`config.mk`:
```
export PLATFORM = sky130hd
export DESIGN_NAME = hfifo_port
export DESIGN_NICKNAME = d
export VERILOG_FILES = /design/src/rtl/hfifo_pkg.sv /design/src/rtl/hfifo_ctrl.sv /design/src/rtl/hfifo_store.sv /design/src/rtl/hfifo_port.sv
export SDC_FILE = /design/constraint.sdc
export NUM_CORES = 1
export LEC_CHECK = 0
export BUFFER_PORTS_ARGS = -buffer_cell sky130_fd_sc_hd__clkbuf_2
export CORE_ASPECT_RATIO = 1.4
export CORE_UTILIZATION = 53
export CTS_CLUSTER_DIAMETER = 150
export DETAILED_ROUTE_END_ITERATION = 16
export PLACE_DENSITY = 0.8
export SKIP_CTS_REPAIR_TIMING = 1
export SLEW_MARGIN = 20
export SYNTH_ARGS = -nofsm -noshare
export SYNTH_HDL_FRONTEND = slang
export SYNTH_SLANG_ARGS = --single-unit
```
`constraint.sdc`:
```
create_clock -name clk -period 3.2 [get_ports clk]
set_clock_uncertainty 0.1 [all_clocks]
set_input_delay 0.32 -clock clk [delete_from_list [all_inputs] [get_ports clk]]
set_output_delay 0.32 -clock clk [all_outputs]
set_load 0.01 [all_outputs]
```
`src/rtl/hfifo_pkg.sv`:
```
package hfifo_pkg;
  // Strobes from the control to the storage, one cycle's worth
  typedef struct packed {
    logic hostPush;
    logic hostPop;
    logic busPush;
    logic busPop;
    logic clear;
  } fifo_strobe_t;
endpackage

```
`src/rtl/hfifo_ctrl.sv`:
```
module hfifo_ctrl
  import hfifo_pkg::*;
#(
  parameter int RES_W = 16
) (
  input  logic             clk,
  input  logic             rstN,
  input  logic             xferActive,
  input  logic             xferRead,
  input  logic             pacingAllow,
  input  logic             errReset,
  input  logic             residLoad,
  input  logic [RES_W-1:0] residLen,
  input  logic             hostWrEn,
  input  logic             hostRdEn,
  input  logic             busPushValid,
  input  logic             busPopReady,
  input  logic             full,
  input  logic             empty,
  output fifo_strobe_t     strobe,
  output logic             busPushReady,
  output logic             busPopValid,
  output logic [RES_W-1:0] residual,
  output logic             errInvalidCmd,
  output logic             errOverrun,
  output logic             errBackendAccess,
  output logic             drainHint
);
  logic wrDir, rdDir, wrReq, rdReq;
  logic badAccess, overrunHit, accepted;

  assign wrDir = xferActive & ~xferRead;
  assign rdDir = xferActive & xferRead;
  assign wrReq = hostWrEn;
  assign rdReq = hostRdEn & ~hostWrEn;  // write wins when both strobe

  assign badAccess  = (wrReq & ~wrDir) | (rdReq & ~rdDir);
  assign overrunHit = ((wrReq & wrDir & full) | (rdReq & rdDir & empty)) & ~pacingAllow;

  assign busPushReady = rdDir & ~full;
  assign busPopValid  = wrDir & ~empty;

  always_comb begin
    strobe.clear    = errReset;
    strobe.hostPush = ~errReset & wrReq & wrDir & ~full;
    strobe.hostPop  = ~errReset & rdReq & rdDir & ~empty;
    strobe.busPush  = ~errReset & busPushValid & busPushReady;
    strobe.busPop   = ~errReset & busPopReady & busPopValid;
  end

  assign accepted = strobe.hostPush | strobe.hostPop;

  always_ff @(posedge clk) begin
    if (!rstN || errReset) begin
      residual         <= '0;
      errInvalidCmd    <= 1'b0;
      errOverrun       <= 1'b0;
      errBackendAccess <= 1'b0;
      drainHint        <= 1'b0;
    end else begin
      drainHint <= strobe.hostPush;
      if (badAccess)  errInvalidCmd <= 1'b1;
      if (overrunHit) errOverrun    <= 1'b1;
      if (residLoad) begin
        residual <= residLen;
      end else if (accepted) begin
        if (residual == '0) errBackendAccess <= 1'b1;
        else                residual <= residual - 1'b1;
      end
    end
  end
endmodule

```
`src/rtl/hfifo_store.sv`:
```
module hfifo_store
  import hfifo_pkg::*;
#(
  parameter int DEPTH  = 8,
  parameter int DATA_W = 64,
  localparam int CNT_W = $clog2(DEPTH + 1),
  localparam int PTR_W = (DEPTH > 1) ? $clog2(DEPTH) : 1
) (
  input  logic              clk,
  input  logic              rstN,
  input  fifo_strobe_t      strobe,
  input  logic [7:0]        hostWrData,
  input  logic [7:0]        busPushData,
  output logic [CNT_W-1:0]  fifoCount,
  output logic              full,
  output logic              empty,
  output logic [7:0]        headData,
  output logic [DATA_W-1:0] hostRdData
);
  logic [7:0]       mem [DEPTH];
  logic [PTR_W-1:0] wrPtr, rdPtr;
  logic             doPush, doPop;
  logic [7:0]       pushByte;

  assign doPush   = strobe.hostPush | strobe.busPush;
  assign doPop    = strobe.hostPop | strobe.busPop;
  assign pushByte = strobe.hostPush ? hostWrData : busPushData;
  assign full     = (fifoCount == CNT_W'(DEPTH));
  assign empty    = (fifoCount == '0);
  assign headData = mem[rdPtr];

  function automatic logic [PTR_W-1:0] ptrNext(input logic [PTR_W-1:0] p);
    return (p == PTR_W'(DEPTH - 1)) ? '0 : p + 1'b1;
  endfunction

  always_ff @(posedge clk) begin
    if (doPush && !strobe.clear) mem[wrPtr] <= pushByte;
  end

  always_ff @(posedge clk) begin
    if (!rstN || strobe.clear) begin
      wrPtr     <= '0;
      rdPtr     <= '0;
      fifoCount <= '0;
    end else begin
      if (doPush) wrPtr <= ptrNext(wrPtr);
      if (doPop)  rdPtr <= ptrNext(rdPtr);
      fifoCount <= fifoCount + CNT_W'(doPush) - CNT_W'(doPop);
    end
  end

  always_ff @(posedge clk) begin
    if (!rstN)               hostRdData <= '0;
    else if (strobe.hostPop) hostRdData <= DATA_W'(headData);
  end
endmodule

```
`src/rtl/hfifo_port.sv`:
```
module hfifo_port
  import hfifo_pkg::*;
#(
  parameter int DEPTH  = 8,
  parameter int DATA_W = 64,
  parameter int RES_W  = 16,
  localparam int CNT_W = $clog2(DEPTH + 1)
) (
  input  logic              clk,
  input  logic              rstN,
  input  logic              xferActive,
  input  logic              xferRead,
  input  logic              pacingAllow,
  input  logic              errReset,
  input  logic              residLoad,
  input  logic [RES_W-1:0]  residLen,
  input  logic              hostWrEn,
  input  logic [7:0]        hostWrData,
  input  logic              hostRdEn,
  output logic [DATA_W-1:0] hostRdData,
  input  logic              busPushValid,
  input  logic [7:0]        busPushData,
  output logic              busPushReady,
  output logic              busPopValid,
  output logic [7:0]        busPopData,
  input  logic              busPopReady,
  output logic [CNT_W-1:0]  fifoCount,
  output logic [RES_W-1:0]  residual,
  output logic              errInvalidCmd,
  output logic              errOverrun,
  output logic              errBackendAccess,
  output logic              drainHint
);
  fifo_strobe_t strobe;
  logic         full, empty;

  hfifo_ctrl #(.RES_W(RES_W)) u_ctrl (
    .clk(clk), .rstN(rstN), .xferActive(xferActive), .xferRead(xferRead),
    .pacingAllow(pacingAllow), .errReset(errReset), .residLoad(residLoad),
    .residLen(residLen), .hostWrEn(hostWrEn), .hostRdEn(hostRdEn),
    .busPushValid(busPushValid), .busPopReady(busPopReady),
    .full(full), .empty(empty), .strobe(strobe),
    .busPushReady(busPushReady), .busPopValid(busPopValid),
    .residual(residual), .errInvalidCmd(errInvalidCmd),
    .errOverrun(errOverrun), .errBackendAccess(errBackendAccess),
    .drainHint(drainHint)
  );

  hfifo_store #(.DEPTH(DEPTH), .DATA_W(DATA_W)) u_store (
    .clk(clk), .rstN(rstN), .strobe(strobe), .hostWrData(hostWrData),
    .busPushData(busPushData), .fifoCount(fifoCount), .full(full),
    .empty(empty), .headData(busPopData), .hostRdData(hostRdData)
  );
endmodule

```
**Word level (Yosys, flattened, before mapping)**

Memories as Yosys holds them, arrays and structs flattened. A register that Yosys moved wholly into a read port is not among the register bits.
Index checks and enable logic that the tools add are counted.

- Muxes and demuxes: 10
- Reductions and logical operators: 9
- Bitwise logic cells: 36
- Shift operators: 0
- $lt $le $gt $ge: 0
- $mul: 0
- $add $sub $neg: 5
- Equality and inequality tests: 4
- Divide/modulo/power cells: 0

Operators with widths:

| operator | number |
|---|---|
| 16-bit 2-to-1 mux | 3 |
| 1-bit bitwise AND | 22 |
| 16-bit logical NOT | 1 |
| 16-bit by 1-bit subtractor with 16-bit output, second input constant | 1 |
| 3-bit 2-to-1 mux | 4 |
| 1-bit NOT | 9 |
| 8-bit 2-to-1 mux | 1 |
| 3-bit by 1-bit adder with 3-bit output, second input constant | 2 |
| 3-bit equality test, second input constant | 2 |
| 1-bit bitwise OR | 5 |
| 4-bit by 1-bit adder with 4-bit output | 1 |
| 4-bit equality test, second input constant | 1 |
| 4-bit logical NOT | 1 |
| 4-bit by 1-bit subtractor with 4-bit output | 1 |
| 3-bit AND reduction | 1 |
| 1-bit logical NOT | 2 |
| 1-bit 2-to-1 mux | 2 |
| 2-bit != test, second input constant | 1 |
| 2-bit AND reduction | 1 |
| 2-bit nonzero test | 1 |
| 1-bit logical AND | 1 |
| 1-bit logical OR | 1 |

- Output and inout bits: 98
- Memories kept: 1
- Bits in latches: 0
- Memory bits (read-only): 0
- Word-level logic and storage cells: 74
- Register bits: 38
- Bits of input ports: 43
- RAM bits: 64

Memories:

| memory | depth | width | rd ports | clocked after Yosys merged registers in | write ports | line | source |
|---|---|---|---|---|---|---|---|
| u_store.mem | 8 | 8 | 1 | 1 | 1 | hfifo_store.sv:20 | `logic [7:0] mem [DEPTH];` |

**Longest topological paths before layout**

Gate-level depths: netlist (run 1).

- Word-level depth: 8
- Gate-level depth with buffers: 11
- Gate-level depth less buffers: 11

**Cells and area by module**

Synthesis (run 1) repeated with hierarchy kept, for this count alone.

- Cells, all modules: 436
- Area total of the unflattened synthesis: 5,172.5 µm²

By module, submodules not included:

| module | cells each | area each (µm²) | instances | seq. area each (µm²) |
|---|---|---|---|---|
| hfifo_store | 296 | 3,981.3 | 1 | 2,342.2 |
| hfifo_ctrl | 140 | 1,191.1 | 1 | 400.4 |

**Worst setup path before layout (run 1)**

OpenSTA, ideal clock, no wires.

- Path kind: flip-flop to flip-flop
- Start: register u_store.fifoCount[2]
- End: register u_store.fifoCount[2]
- Period minus slack after synthesis: 2.677 ns
- Slack: 0.523 ns
- Path buffers: 0
- Arrival: 2.449 ns
- Setup time: 0.128 ns
- Required time: 2.972 ns
- Cell stages (with the launch flop): 12
- Cell sequence: dfxtp_1 inv_1 ha_1 nor3b_1 a211oi_1 ha_1 inv_1 ha_1 inv_1 fa_1 xor2_1 nor2_1

- Cells in the longest elaborated chain, start to end: 7
- Elaborated cells between the ends (all ways): 14
- Classes of those cells: 2 x add/sub; 1 x eq/ne; 10 x bitwise; 1 x reduce/logical

RTL lines:

| item | line | source |
|---|---|---|
| start, declared | hfifo_store.sv:14 | `output logic [CNT_W-1:0] fifoCount,` |
| start signal, assigned | hfifo_store.sv:48 | `fifoCount <= fifoCount + CNT_W'(doPush) - CNT_W'(doPop);` |
| 4-bit equality test | hfifo_store.sv:28 | `assign full = (fifoCount == CNT_W'(DEPTH));` |
| 1-bit NOT | hfifo_ctrl.sv:40, hfifo_ctrl.sv:45 |  |
| 1-bit bitwise AND | hfifo_ctrl.sv:40 | `assign busPushReady = rdDir & ~full;` |
| 1-bit bitwise AND | hfifo_ctrl.sv:47 | `strobe.busPush = ~errReset & busPushValid & busPushReady;` |
| 1-bit bitwise OR | hfifo_store.sv:25 | `assign doPush = strobe.hostPush \| strobe.busPush;` |
| 4-bit by 1-bit adder with 4-bit output | hfifo_store.sv:48 |  |
| 4-bit by 1-bit subtractor with 4-bit output (*) | hfifo_store.sv:48 |  |

Mark *: on every way between the ends. The rest lies on a longest branch, timed or not.
A chain may end at the register's enable or synchronous reset.

**Worst setup path after layout (run 1)**

- Start: register u_store.fifoCount[2]
- End: register u_ctrl.residual[6]

- Cells in the longest elaborated chain, start to end: 6
- Elaborated cells between the ends (all ways): 9
- Classes of those cells: 1 x eq/ne; 5 x bitwise; 3 x reduce/logical

RTL lines:

| item | line | source |
|---|---|---|
| 4-bit equality test or 4-bit logical NOT (tied branches) | hfifo_store.sv:28, hfifo_store.sv:29 |  |
| 1-bit NOT, on equally long branches | hfifo_ctrl.sv:45, hfifo_ctrl.sv:46 |  |
| 1-bit bitwise AND, on equally long branches | hfifo_ctrl.sv:45, hfifo_ctrl.sv:46 |  |
| 1-bit bitwise OR (*) | hfifo_ctrl.sv:51 | `assign accepted = strobe.hostPush \| strobe.hostPop;` |
| 2-bit nonzero test (no source line) (*) | - |  |
| 2-bit AND reduction (no source line) (*) | - |  |
| end signal, assigned | hfifo_ctrl.sv:65 | `residual <= residLen;` |
| end signal, assigned | hfifo_ctrl.sv:68 | `else residual <= residual - 1'b1;` |
| end, declared | hfifo_ctrl.sv:23 | `output logic [RES_W-1:0] residual,` |

Marks and branches as above.

==> flow_summary_export.csv, run 1 <==
group,metric,value,unit
status,status,"complete, no violations",
worst_setup_path,worstPathMaxFanout,19,
logic_synthesis,synth_edf_count,64,
pwr,p_per_area,494,nW/um^2
logic_synthesis,yosys.area.top_type,"edfxtp_1",
logic_synthesis,synth_ff_type,"edfxtp_1",
timing,slew-limit-headroom,0.390,
route,drt_iter0_markers,132,
logic_synthesis,synth_top_area_share,0.366,
floorplan,core_area,9560,sq um
pwr,ir_worst_vdd,0.000352,V
final_layout,final_util,0.618,
pwr,fin_total_pwr,2.92,mW
route,drt_wl_total,10600,um
worst_setup_path,critPathRequiredTime,3.30,ns
logic_synthesis,netlist_area,5260,sq um
worst_setup_path,crit_chain,"inv_1, ha_1, nor3b_2, nor3_4, nor3_4, or2_1, o31ai_1",
pwr,power_frac_comb,0.117,
logic_synthesis,synth_seq_cells,105,
global_route,grt_pass1_vias,3359,
final_layout,n_fill_cell,798,
timing,tns,0,ns
floorplan,die-area,10300,sq um
timing,setup_viol,0,
place,gp_congestion,0.837,
logic_synthesis,avgSynthCellArea,12.5,sq um
route,drc,0,
place,dp.final_hpwl,7430,um
final_layout,fin_nets,560,
route,vias,3392,
clock_tree,cts.clk_slew.worst_paths,0.07,ns
final_layout,synthToLayoutAreaGrowth,12.4,%
worst_setup_path,cp_slowest_cell,"or2_1",
floorplan,dieHeight,120,um
clock_tree,clock-sinks,105,
final_layout,layout-drive-gt1-share,0.306,
clock_tree,cts_tree,"built",
timing,finalHoldViolations,0,
route,routed_via_density,5.29,
clock_tree,root_buffer,"clkbuf_16",
global_route,grt_max_degree,35,
pwr,clock_power_share,0.377,
logic_synthesis,synth_cell_types,51,
timing,finalCritPeriodShare,0.830,
final_layout,layout_commonest_cell,"clkbuf_2",
final_layout,layout_common_cells,"clkbuf_2 (84), edfxtp_1 (64), conb_1 (56), dfxtp_1 (41), nor2_1 (37)",
global_route,grt_first_pass_wirelength,16300,um
clock_tree,clock_latency,0.34,ns
worst_setup_path,worstSetupEndpointType,"register",
place,dp_cells,625,
logic_synthesis,synth_area_leaders,"edfxtp_1 (37%), dfxtp_1 (16%), buf_4 (8.1%)",
route,first_pass_iters,4,
logic_synthesis,syn_inst,419,
logic_synthesis,ys_warn_count,0,
worst_setup_path,slowest_delay,0.56,ns
floorplan,initial_utilization,0.550,
floorplan,rows,42,
timing,max_freq,376,MHz
floorplan,ioPinCount,141,
timing,drv_slew,0,
pwr,leakagePower,2.28,nW
pwr,switchingPower,0.720,mW
route,routedWlPerCell,16.5,um
timing,worst_pin_slew,0.913,ns
timing,rsz0062_at_grt,"no",
worst_setup_path,critical_path.top_delay_family,"simple AND/OR/NAND/NOR gates",
route,drtAntennaViolNets,0,
worst_setup_path,arrival,2.76,ns
timing,final.setup.worst_slack,0.544,ns
run,maxCapViolations,0,
worst_setup_path,path_buf_inv,1,
clock_tree,htree_levels,3,
pwr,swShare,0.247,
place,port_buffers,84,
worst_setup_path,timing_worst_setup_path_type,"reg -> reg",
final_layout,register_area,2740,sq um
logic_synthesis,async_flop_share,0,
floorplan,die_w,86.2,um
final_layout,multi_input_area,2130,sq um
clock_tree,clock_path_buffers,2,
final_layout,diodes,0,
place,pre_cts_ws,0.555,ns
logic_synthesis,ys_seq_area_frac,0.522,
clock_tree,cts_buffers,9,
pwr,p_int,2.20,mW
global_route,grt_usage,0.213,
worst_setup_path,cp-start-kind,"register",
final_layout,instances_no_fill,641,
global_route,antenna_found_initial,0,
pwr,seq_power_share,0.506,
hold_path,hold_class,"in -> reg",
timing,min_period,2.66,ns
global_route,gr-total-overflow,0,
worst_setup_path,critPathMostFrequentCell,"nor3_4",
power groups by stage:
stage	combinational [mW]	sequential, mW	clock [mW]
after floorplan	0.303	1.51	0
after global placement	0.329	1.50	0
after detailed placement	0.338	1.51	0
after CTS	0.339	1.47	1.13
after global routing	0.377	1.48	1.18
final	0.341	1.47	1.10
path summary, 6_finish.rpt:
| path | start | end | slack, ns | cells past startpoint |
|---|---|---|---|---|
| worst max register to register | u_store.fifoCount[2] | u_ctrl.residual[6] | 0.54 | 7 |
| worst max-delay path | u_store.fifoCount[2] | u_ctrl.residual[6] | 0.54 | 7 |
| worst min register to register | u_ctrl.errInvalidCmd | u_ctrl.errInvalidCmd | 0.38 | 2 |
| worst min-delay path | residLen[0] | u_ctrl.residual[0] | 0.14 | 3 |
cell families (layout without fill, tap and decap cells):
kind of cell	Yosys count	after routing	synth area share
and+or+nand+nor	99	99	0.117
AOI/OAI and AO/OA	61	61	0.0792
DFF	105	105	0.522
adders and majority gates	13	13	0.0324
xor gates and xnor gates	2	2	0.00333
other	1	56	0.000713
buffers and inverters	90	125	0.112
muxes	48	48	0.133
flip-flops by register name, summed over array words and instances (netlist names), named ones only:
register,cells
u_ctrl.drainHint,1
u_ctrl.errBackendAccess,1
u_ctrl.errInvalidCmd,1
u_ctrl.errOverrun,1
u_ctrl.residual,16
u_store.fifoCount,4
u_store.hostRdData,8
u_store.mem,64
u_store.rdPtr,3
u_store.wrPtr,3
metal layers:
layer  share of wire  up-vias  routed length [um]  global-route usage
met2            0.55      114                5840               0.385
met1            0.38     1639                4010               0.235
li1                -     1614                   -                   -
met3           0.040       25                 424              0.0385
met4           0.029        0                 303               0.103
met5               0        -                   0                   0
synthesized netlist by cell type (12+ instances only):
cell and count:
clkbuf_1 12, o31ai_1 14, buf_4 57, edfxtp_1 64, a21oi_1 20, mux4_2 16
inv_1 12, nor2_1 37, dfxtp_1 41, o311ai_0 13, mux2_2 16, ha_1 12
mux2i_1 16
cell type report:
| class | instances | share of cell area |
|---|---|---|
| Clock inverter | 7 | 0.0131 |
| Sequential cell | 105 | 0.464 |
| Multi-Input combinational cell | 279 | 0.361 |
| Inverter | 12 | 0.00762 |
| Timing Repair Buffer | 97 | 0.0877 |
| Clock buffer | 9 | 0.0381 |
| Tap cell | 132 | 0.0280 |
per-stage QoR:
| step | area [sq um] | hold slack (ns) |
|---|---|---|
| finish | 5910 | 0.139 |
| global route | 5910 | 0.143 |
| CTS | 5910 | 0.126 |
| detailed placement | 5600 | 0.371 |
| global placement | 5600 | 0.350 |
| floorplan | 5460 | 0.348 |
worst min-delay path: stages:
cell	delay, ns
clkbuf_2	0.08
nand2_1	0.06
a31oi_1	0.06
Note: power is estimated with default switching activity, not from simulation.
==> inputs of run 2 (changes only) <==
CORE_UTILIZATION = 48   (was 53)
PLACE_DENSITY = 0.77   (was 0.8)
clock period = 2.25 ns   (was 3.2 ns; I/O delays follow)
==> run 2 against run 1 <==
- flip-flop and latch count unchanged
- final cell count increased by 6.1%
- routed wire length up 5.7%
- register-to-register slack lost 0.64 ns
- total power increased by 46%
- non-clock buffer count increased by 33
- setup slack got worse by 0.64 ns
- the run now ends with negative setup slack left
- global-route usage fell by 2.1 points
- sequential power rose by 42%
- critical path depth increased by 3
- largest power group unchanged
==> flow_summary_export.csv, run 2 (synthesis gave the netlist of run 1 again) <==
group,metric,value,unit
final_layout,register_area,2750,sq um
worst_setup_path,timing_worst_setup_path_type,"reg -> reg",
timing,min_period,2.35,ns
global_route,antenna_found_initial,0,
route,routed_via_density,5.23,
timing,final.setup.worst_slack,-0.100,ns
floorplan,core_area,10500,sq um
final_layout,multi_input_area,2290,sq um
floorplan,dieHeight,126,um
pwr,p_int,3.22,mW
timing,max_freq,426,MHz
pwr,leakagePower,2.50,nW
global_route,gr-total-overflow,0,
final_layout,synthToLayoutAreaGrowth,21.2,%
clock_tree,clock_latency,0.35,ns
route,routedWlPerCell,16.4,um
run,maxCapViolations,0,
clock_tree,cts_tree,"built",
final_layout,layout_commonest_cell,"clkbuf_2",
pwr,seq_power_share,0.493,
route,drc,0,
worst_setup_path,worstPathMaxFanout,2,
final_layout,largest_register_ffs,64,
worst_setup_path,worstSetupEndpointType,"register",
pwr,swShare,0.242,
pwr,power_frac_comb,0.136,
status,status,"finished with violations",
floorplan,rows,44,
clock_tree,cts_buffers,9,
final_layout,layout_common_cells,"clkbuf_2 (84), edfxtp_1 (64), conb_1 (56), dfxtp_1 (38), buf_4 (38)",
clock_tree,root_buffer,"clkbuf_16",
worst_setup_path,cp-start-kind,"register",
floorplan,initial_utilization,0.500,
timing,finalCritPeriodShare,1.04,
floorplan,ioPinCount,141,
global_route,grt_first_pass_wirelength,16600,um
worst_setup_path,arrival,2.48,ns
timing,finalHoldViolations,0,
worst_setup_path,critPathRequiredTime,2.38,ns
floorplan,die-area,11400,sq um
pwr,clock_power_share,0.371,
final_layout,layout-drive-gt1-share,0.400,
pwr,switchingPower,1.03,mW
route,drt_wl_total,11200,um
place,port_buffers,84,
route,drt_iter0_markers,150,
global_route,grt_max_degree,36,
pwr,ir_worst_vdd,0.000369,V
clock_tree,clock_path_buffers,2,
global_route,grt_usage,0.192,
final_layout,regMostFlops,"u_store.mem",
timing,drv_slew,0,
hold_path,hold_class,"in -> reg",
final_layout,fin_nets,593,
timing,rsz0062_at_grt,"yes",
status,violations,"negative setup slack",
timing,setup_viol,3,
pwr,p_per_area,667,nW/um^2
final_layout,top_regs,"u_store.mem x64, u_ctrl.residual x16, u_store.hostRdData x8",
timing,tns,-0.160,ns
route,vias,3559,
clock_tree,cts.clk_slew.worst_paths,0.07,ns
final_layout,diodes,0,
route,first_pass_iters,6,
place,dp.final_hpwl,7790,um
final_layout,n_fill_cell,852,
route,drtAntennaViolNets,0,
timing,hold_ws,0.0384,ns
floorplan,die_w,90.5,um
place,gp_congestion,0.800,
clock_tree,clock-sinks,105,
global_route,grt_pass1_vias,3358,
clock_tree,htree_levels,3,
-- run 2: changes by cell type in the layout (fill, tap and decap cells not counted), moves of 4 or more --
cell	delta
o311ai_0	-8
ha_1	-4
buf_6	+6
nor3b_1	-5
inv_1	-5
inv_2	+5
buf_4	+25
o311ai_1	+7
-- run 2: metrics by stage --
stage | instances | worst slack (ns) | util | power, mW | cell area, sq um
3_5_place_dp | 654 | -0.0662 | 0.556 | 2.66 | 5840
5_1_grt | 680 | -0.144 | 0.606 | 4.40 | 6370
2_1_floorplan | 474 | -0.169 | - | 2.58 | 5510
6_report | 680 | -0.100 | 0.606 | 4.25 | 6370
3_3_place_gp | 654 | 0.0274 | 0.556 | 2.64 | 5840
4_1_cts | 670 | -0.0837 | 0.585 | 4.25 | 6150
-- run 2: worst max-delay path, stage by stage (launching register included) --
cell and delay (ns):
dfxtp_2 0.34, inv_2 0.05, ha_4 0.15, nor3b_4 0.15
a211oi_2 0.30, ha_2 0.35, inv_2 0.07, ha_4 0.14
inv_2 0.04, fa_2 0.51, nor2_1 0.04
-- run 2: path summary, 6_finish.rpt --
kind | start | endpoint | slack, ns | cells past startpoint
setup / recovery | u_store.fifoCount[2] | u_store.fifoCount[1] | -0.1 | 10
hold / removal | residLen[0] | u_ctrl.residual[0] | 0.04 | 3
setup reg to reg | u_store.fifoCount[2] | u_store.fifoCount[1] | -0.1 | 10
hold reg to reg | u_ctrl.errBackendAccess | u_ctrl.errBackendAccess | 0.40 | 2
-- run 2: layout make-up --
cell class,count,share of cell area
clock buffer,12,0.0399
tap,138,0.0271
sequential,105,0.431
multi-input combinational,279,0.359
clock inverter,4,0.00785
inverter,12,0.00707
timing repair buffer,130,0.128
-- run 2: per-layer routing --
metal / share of wire / up-vias / global-route usage / wire length [um]
li1: - / 1692 / - / -
met1: 0.38 / 1750 / 0.209 / 4230
met2: 0.57 / 102 / 0.357 / 6350
met3: 0.038 / 15 / 0.0386 / 422
met4: 0.016 / 0 / 0.0816 / 176
met5: 0 / - / 0 / 0
-- run 2: power groups by stage --
stage          logic [mW]  registers [mW]  clock network [mW]
2_1_floorplan       0.432            2.14                   0
3_3_place_gp        0.510            2.13                   0
3_5_place_dp        0.528            2.14                   0
4_1_cts             0.530            2.09                1.63
5_1_grt             0.629            2.10                1.68
6_report            0.579            2.09                1.58
==> inputs of run 3 (changes only) <==
ABC_AREA = 1   (was default)
PLACE_DENSITY = 0.76   (was 0.77)
SLEW_MARGIN = default   (was 20)
==> run 3 against run 2 <==
- the run now ends clean
- clock power is essentially flat
- design area fell by 3.0%
- total power grew 0.74%
- routed wire length grew 1.3%
- count of clock-buffer cells in the layout did not move
- worst hold slack better by 0.0082 ns
- critical path depth is 3 higher
- register-to-register slack better by 0.16 ns
- critical endpoint unchanged
- largest power group unchanged
==> flow_summary_export.csv, run 3 <==
group,metric,value,unit
final_layout,n_fill_cell,977,
floorplan,core_area,10900,sq um
worst_setup_path,cp-startpoint,"u_store.fifoCount[2]",
clock_tree,cts.clk_slew.worst_paths,0.07,ns
route,drc,0,
pwr,swShare,0.262,
logic_synthesis,post_synth_mux_area_share,0,
route,first_pass_iters,4,
global_route,grt_usage,0.200,
floorplan,die-area,11700,sq um
worst_setup_path,critical_path.top_delay_family,"adder cells",
timing,slew-limit-headroom,0.648,
pwr,clock_power_share,0.377,
run,maxCapViolations,0,
status,status,"complete, no violations",
worst_setup_path,timing_worst_setup_path_type,"reg -> reg",
floorplan,ioPinCount,141,
timing,finalHoldViolations,0,
logic_synthesis,synth_top_family_by_area,"simple AND/OR/NAND/NOR gates",
logic_synthesis,ys_seq_area_frac,0.508,
worst_setup_path,worstSetupEndpointType,"register",
floorplan,rows,45,
final_layout,layout_commonest_cell,"nand2_1",
final_layout,synthToLayoutAreaGrowth,14.5,%
logic_synthesis,synthTopCellsByCount,"nand2_1 (105), nor2_1 (98), o21ai_0 (70), edfxtp_1 (64), buf_4 (57)",
place,gp_congestion,0.937,
worst_setup_path,crit_chain,"inv_4, ha_4, nand3_1, nand2_1, inv_1, nand2_2, inv_2, ha_1, inv_1, ha_2, inv_1, fa_2, nor2_1",
final_layout,fin_nets,773,
timing,worst_pin_slew,0.528,ns
floorplan,die_w,91.6,um
hold_path,hold_class,"in -> reg",
clock_tree,clock_latency,0.35,ns
place,dp_cells,843,
worst_setup_path,critPathMostFrequentCell,"inv_1",
route,drt_wl_total,11300,um
global_route,grt_first_pass_wirelength,18300,um
logic_synthesis,avgSynthCellArea,8.71,sq um
logic_synthesis,ys_warn_count,0,
hold_path,hold_start,"pacingAllow",
final_layout,layout-drive-gt1-share,0.216,
final_layout,multi_input_area,2140,sq um
worst_setup_path,arrival,2.33,ns
timing,setup_viol,0,
clock_tree,cts_buffers,9,
route,drtAntennaViolNets,0,
place,placed_area,5810,sq um
route,drt_iter0_markers,207,
pwr,seq_power_share,0.491,
logic_synthesis,yosys.area_share.simple,0.198,
pwr,leakagePower,2.76,nW
pwr,ir_worst_vdd,0.000421,V
timing,max_freq,456,MHz
final_layout,regMostFlops,"u_store.mem",
final_layout,diodes,0,
pwr,switchingPower,1.12,mW
final_layout,layout_common_cells,"nand2_1 (103), nor2_1 (98), clkbuf_2 (84), o21ai_0 (66), edfxtp_1 (64)",
place,dp.final_hpwl,8150,um
final_layout,instances_no_fill,863,
global_route,antenna_found_initial,0,
timing,final.setup.worst_slack,0.0588,ns
route,routedWlPerCell,13.1,um
global_route,gr-total-overflow,0,
logic_synthesis,async_flop_share,0,
worst_setup_path,cp-start-kind,"register",
place,port_buffers,84,
timing,min_period,2.19,ns
worst_setup_path,slowest_delay,0.51,ns
timing,drv_slew,0,
timing,hold_ws,0.0466,ns
worst_setup_path,path_buf_inv,5,
logic_synthesis,synth_edf_count,64,
final_layout,design_area,6180,sq um
logic_synthesis,synth_top_area_share,0.356,
final_layout,largest_register_ffs,64,
worst_setup_path,cp_slowest_cell,"fa_2",
logic_synthesis,synth_seq_cells,105,
logic_synthesis,synthAdderAreaFrac,0.0315,
logic_synthesis,synth_compound_area_frac,0.121,
timing,finalCritPeriodShare,0.974,
global_route,grt_pass1_vias,4070,
route,vias,4282,
clock_tree,htree_levels,3,
pwr,power_frac_comb,0.132,
logic_synthesis,yosys.area.top_type,"edfxtp_1",
route,routed_via_density,4.96,
logic_synthesis,synth_cell_types,37,
logic_synthesis,synth_area_leaders,"edfxtp_1 (36%), dfxtp_1 (15%), buf_4 (7.9%)",
worst_setup_path,critPathRequiredTime,2.39,ns
worst_setup_path,worstPathMaxFanout,3,
logic_synthesis,syn_inst,620,
clock_tree,cts_tree,"built",
pwr,p_per_area,693,nW/um^2
final_layout,register_area,2750,sq um
floorplan,dieHeight,127,um
logic_synthesis,yosysMostFrequentCell,"nand2_1",
floorplan,initial_utilization,0.494,
logic_synthesis,netlist_area,5400,sq um
clock_tree,clock_path_buffers,2,
global_route,grt_max_degree,33,
place,pre_cts_ws,0.00644,ns
worst_setup_path,r2r_start,"u_store.fifoCount[2]",
pwr,p_int,3.16,mW
logic_synthesis,synth_xor_area_frac,0.00325,
logic_synthesis,synth_ff_type,"edfxtp_1",
timing,tns,0,ns
clock_tree,clock-sinks,105,
clock_tree,root_buffer,"clkbuf_16",
final_layout,top_regs,"u_store.mem x64, u_ctrl.residual x16, u_store.hostRdData x8",
[run 3: kinds of logic (layout without fill, tap and decap cells)]
| kind of cell | Yosys count | in the layout |
|---|---|---|
| DFF | 105 | 105 |
| AOI/OAI and AO/OA | 118 | 118 |
| adders and majority gates | 13 | 13 |
| other | 1 | 56 |
| xor gates and xnor gates | 2 | 2 |
| buffers and inverters | 130 | 177 |
| and+or+nand+nor | 251 | 251 |
[run 3: per-stage QoR]
stage               utilization  power (mW)
floorplan                     -        2.63
global route              0.566        4.46
finish                    0.566        4.28
global placement          0.532        2.69
detailed placement        0.532        2.70
CTS                       0.561        4.31
[run 3: cell type report]
class / count / share of cell area
well taps: 141 / 0.0285
multi-input cells: 440 / 0.346
clock inverters: 4 / 0.00587
clock buffers: 12 / 0.0451
inverters: 53 / 0.0330
repair buffers: 108 / 0.0972
flip-flops and latches: 105 / 0.444
[run 3: layer usage]
metal | vias to the layer above | global-route usage | routed length [um]
met4 | 0 | 0.0812 | 167
met5 | - | 0 | 0
met2 | 160 | 0.369 | 5930
met3 | 19 | 0.0369 | 615
met1 | 1972 | 0.225 | 4620
li1 | 2131 | - | -
[run 3: power groups by stage]
stage	clock (mW)	sequential (mW)	combinational (mW)
6_report	1.61	2.10	0.567
5_1_grt	1.72	2.10	0.640
4_1_cts	1.65	2.10	0.563
3_5_place_dp	0	2.14	0.559
3_3_place_gp	0	2.14	0.544
2_1_floorplan	0	2.15	0.479
[run 3: path summary, 6_finish.rpt]
path / slack, ns / endpoint / depth (start not counted)
worst max-delay path: 0.06 / u_store.fifoCount[1] / 13
worst min-delay path: 0.05 / u_ctrl.errOverrun / 4
worst max register to register: 0.06 / u_store.fifoCount[1] / 13
worst min register to register: 0.39 / u_ctrl.errOverrun / 2
[run 3: worst register-to-register path, stage by stage (launching register included)]
cell and delay (ns):
dfxtp_2 0.34, inv_4 0.07, ha_4 0.13, nand3_1 0.09
nand2_1 0.07, inv_1 0.05, nand2_2 0.08, inv_2 0.05
ha_1 0.26, inv_1 0.06, ha_2 0.17, inv_1 0.05
fa_2 0.51, nor2_1 0.04
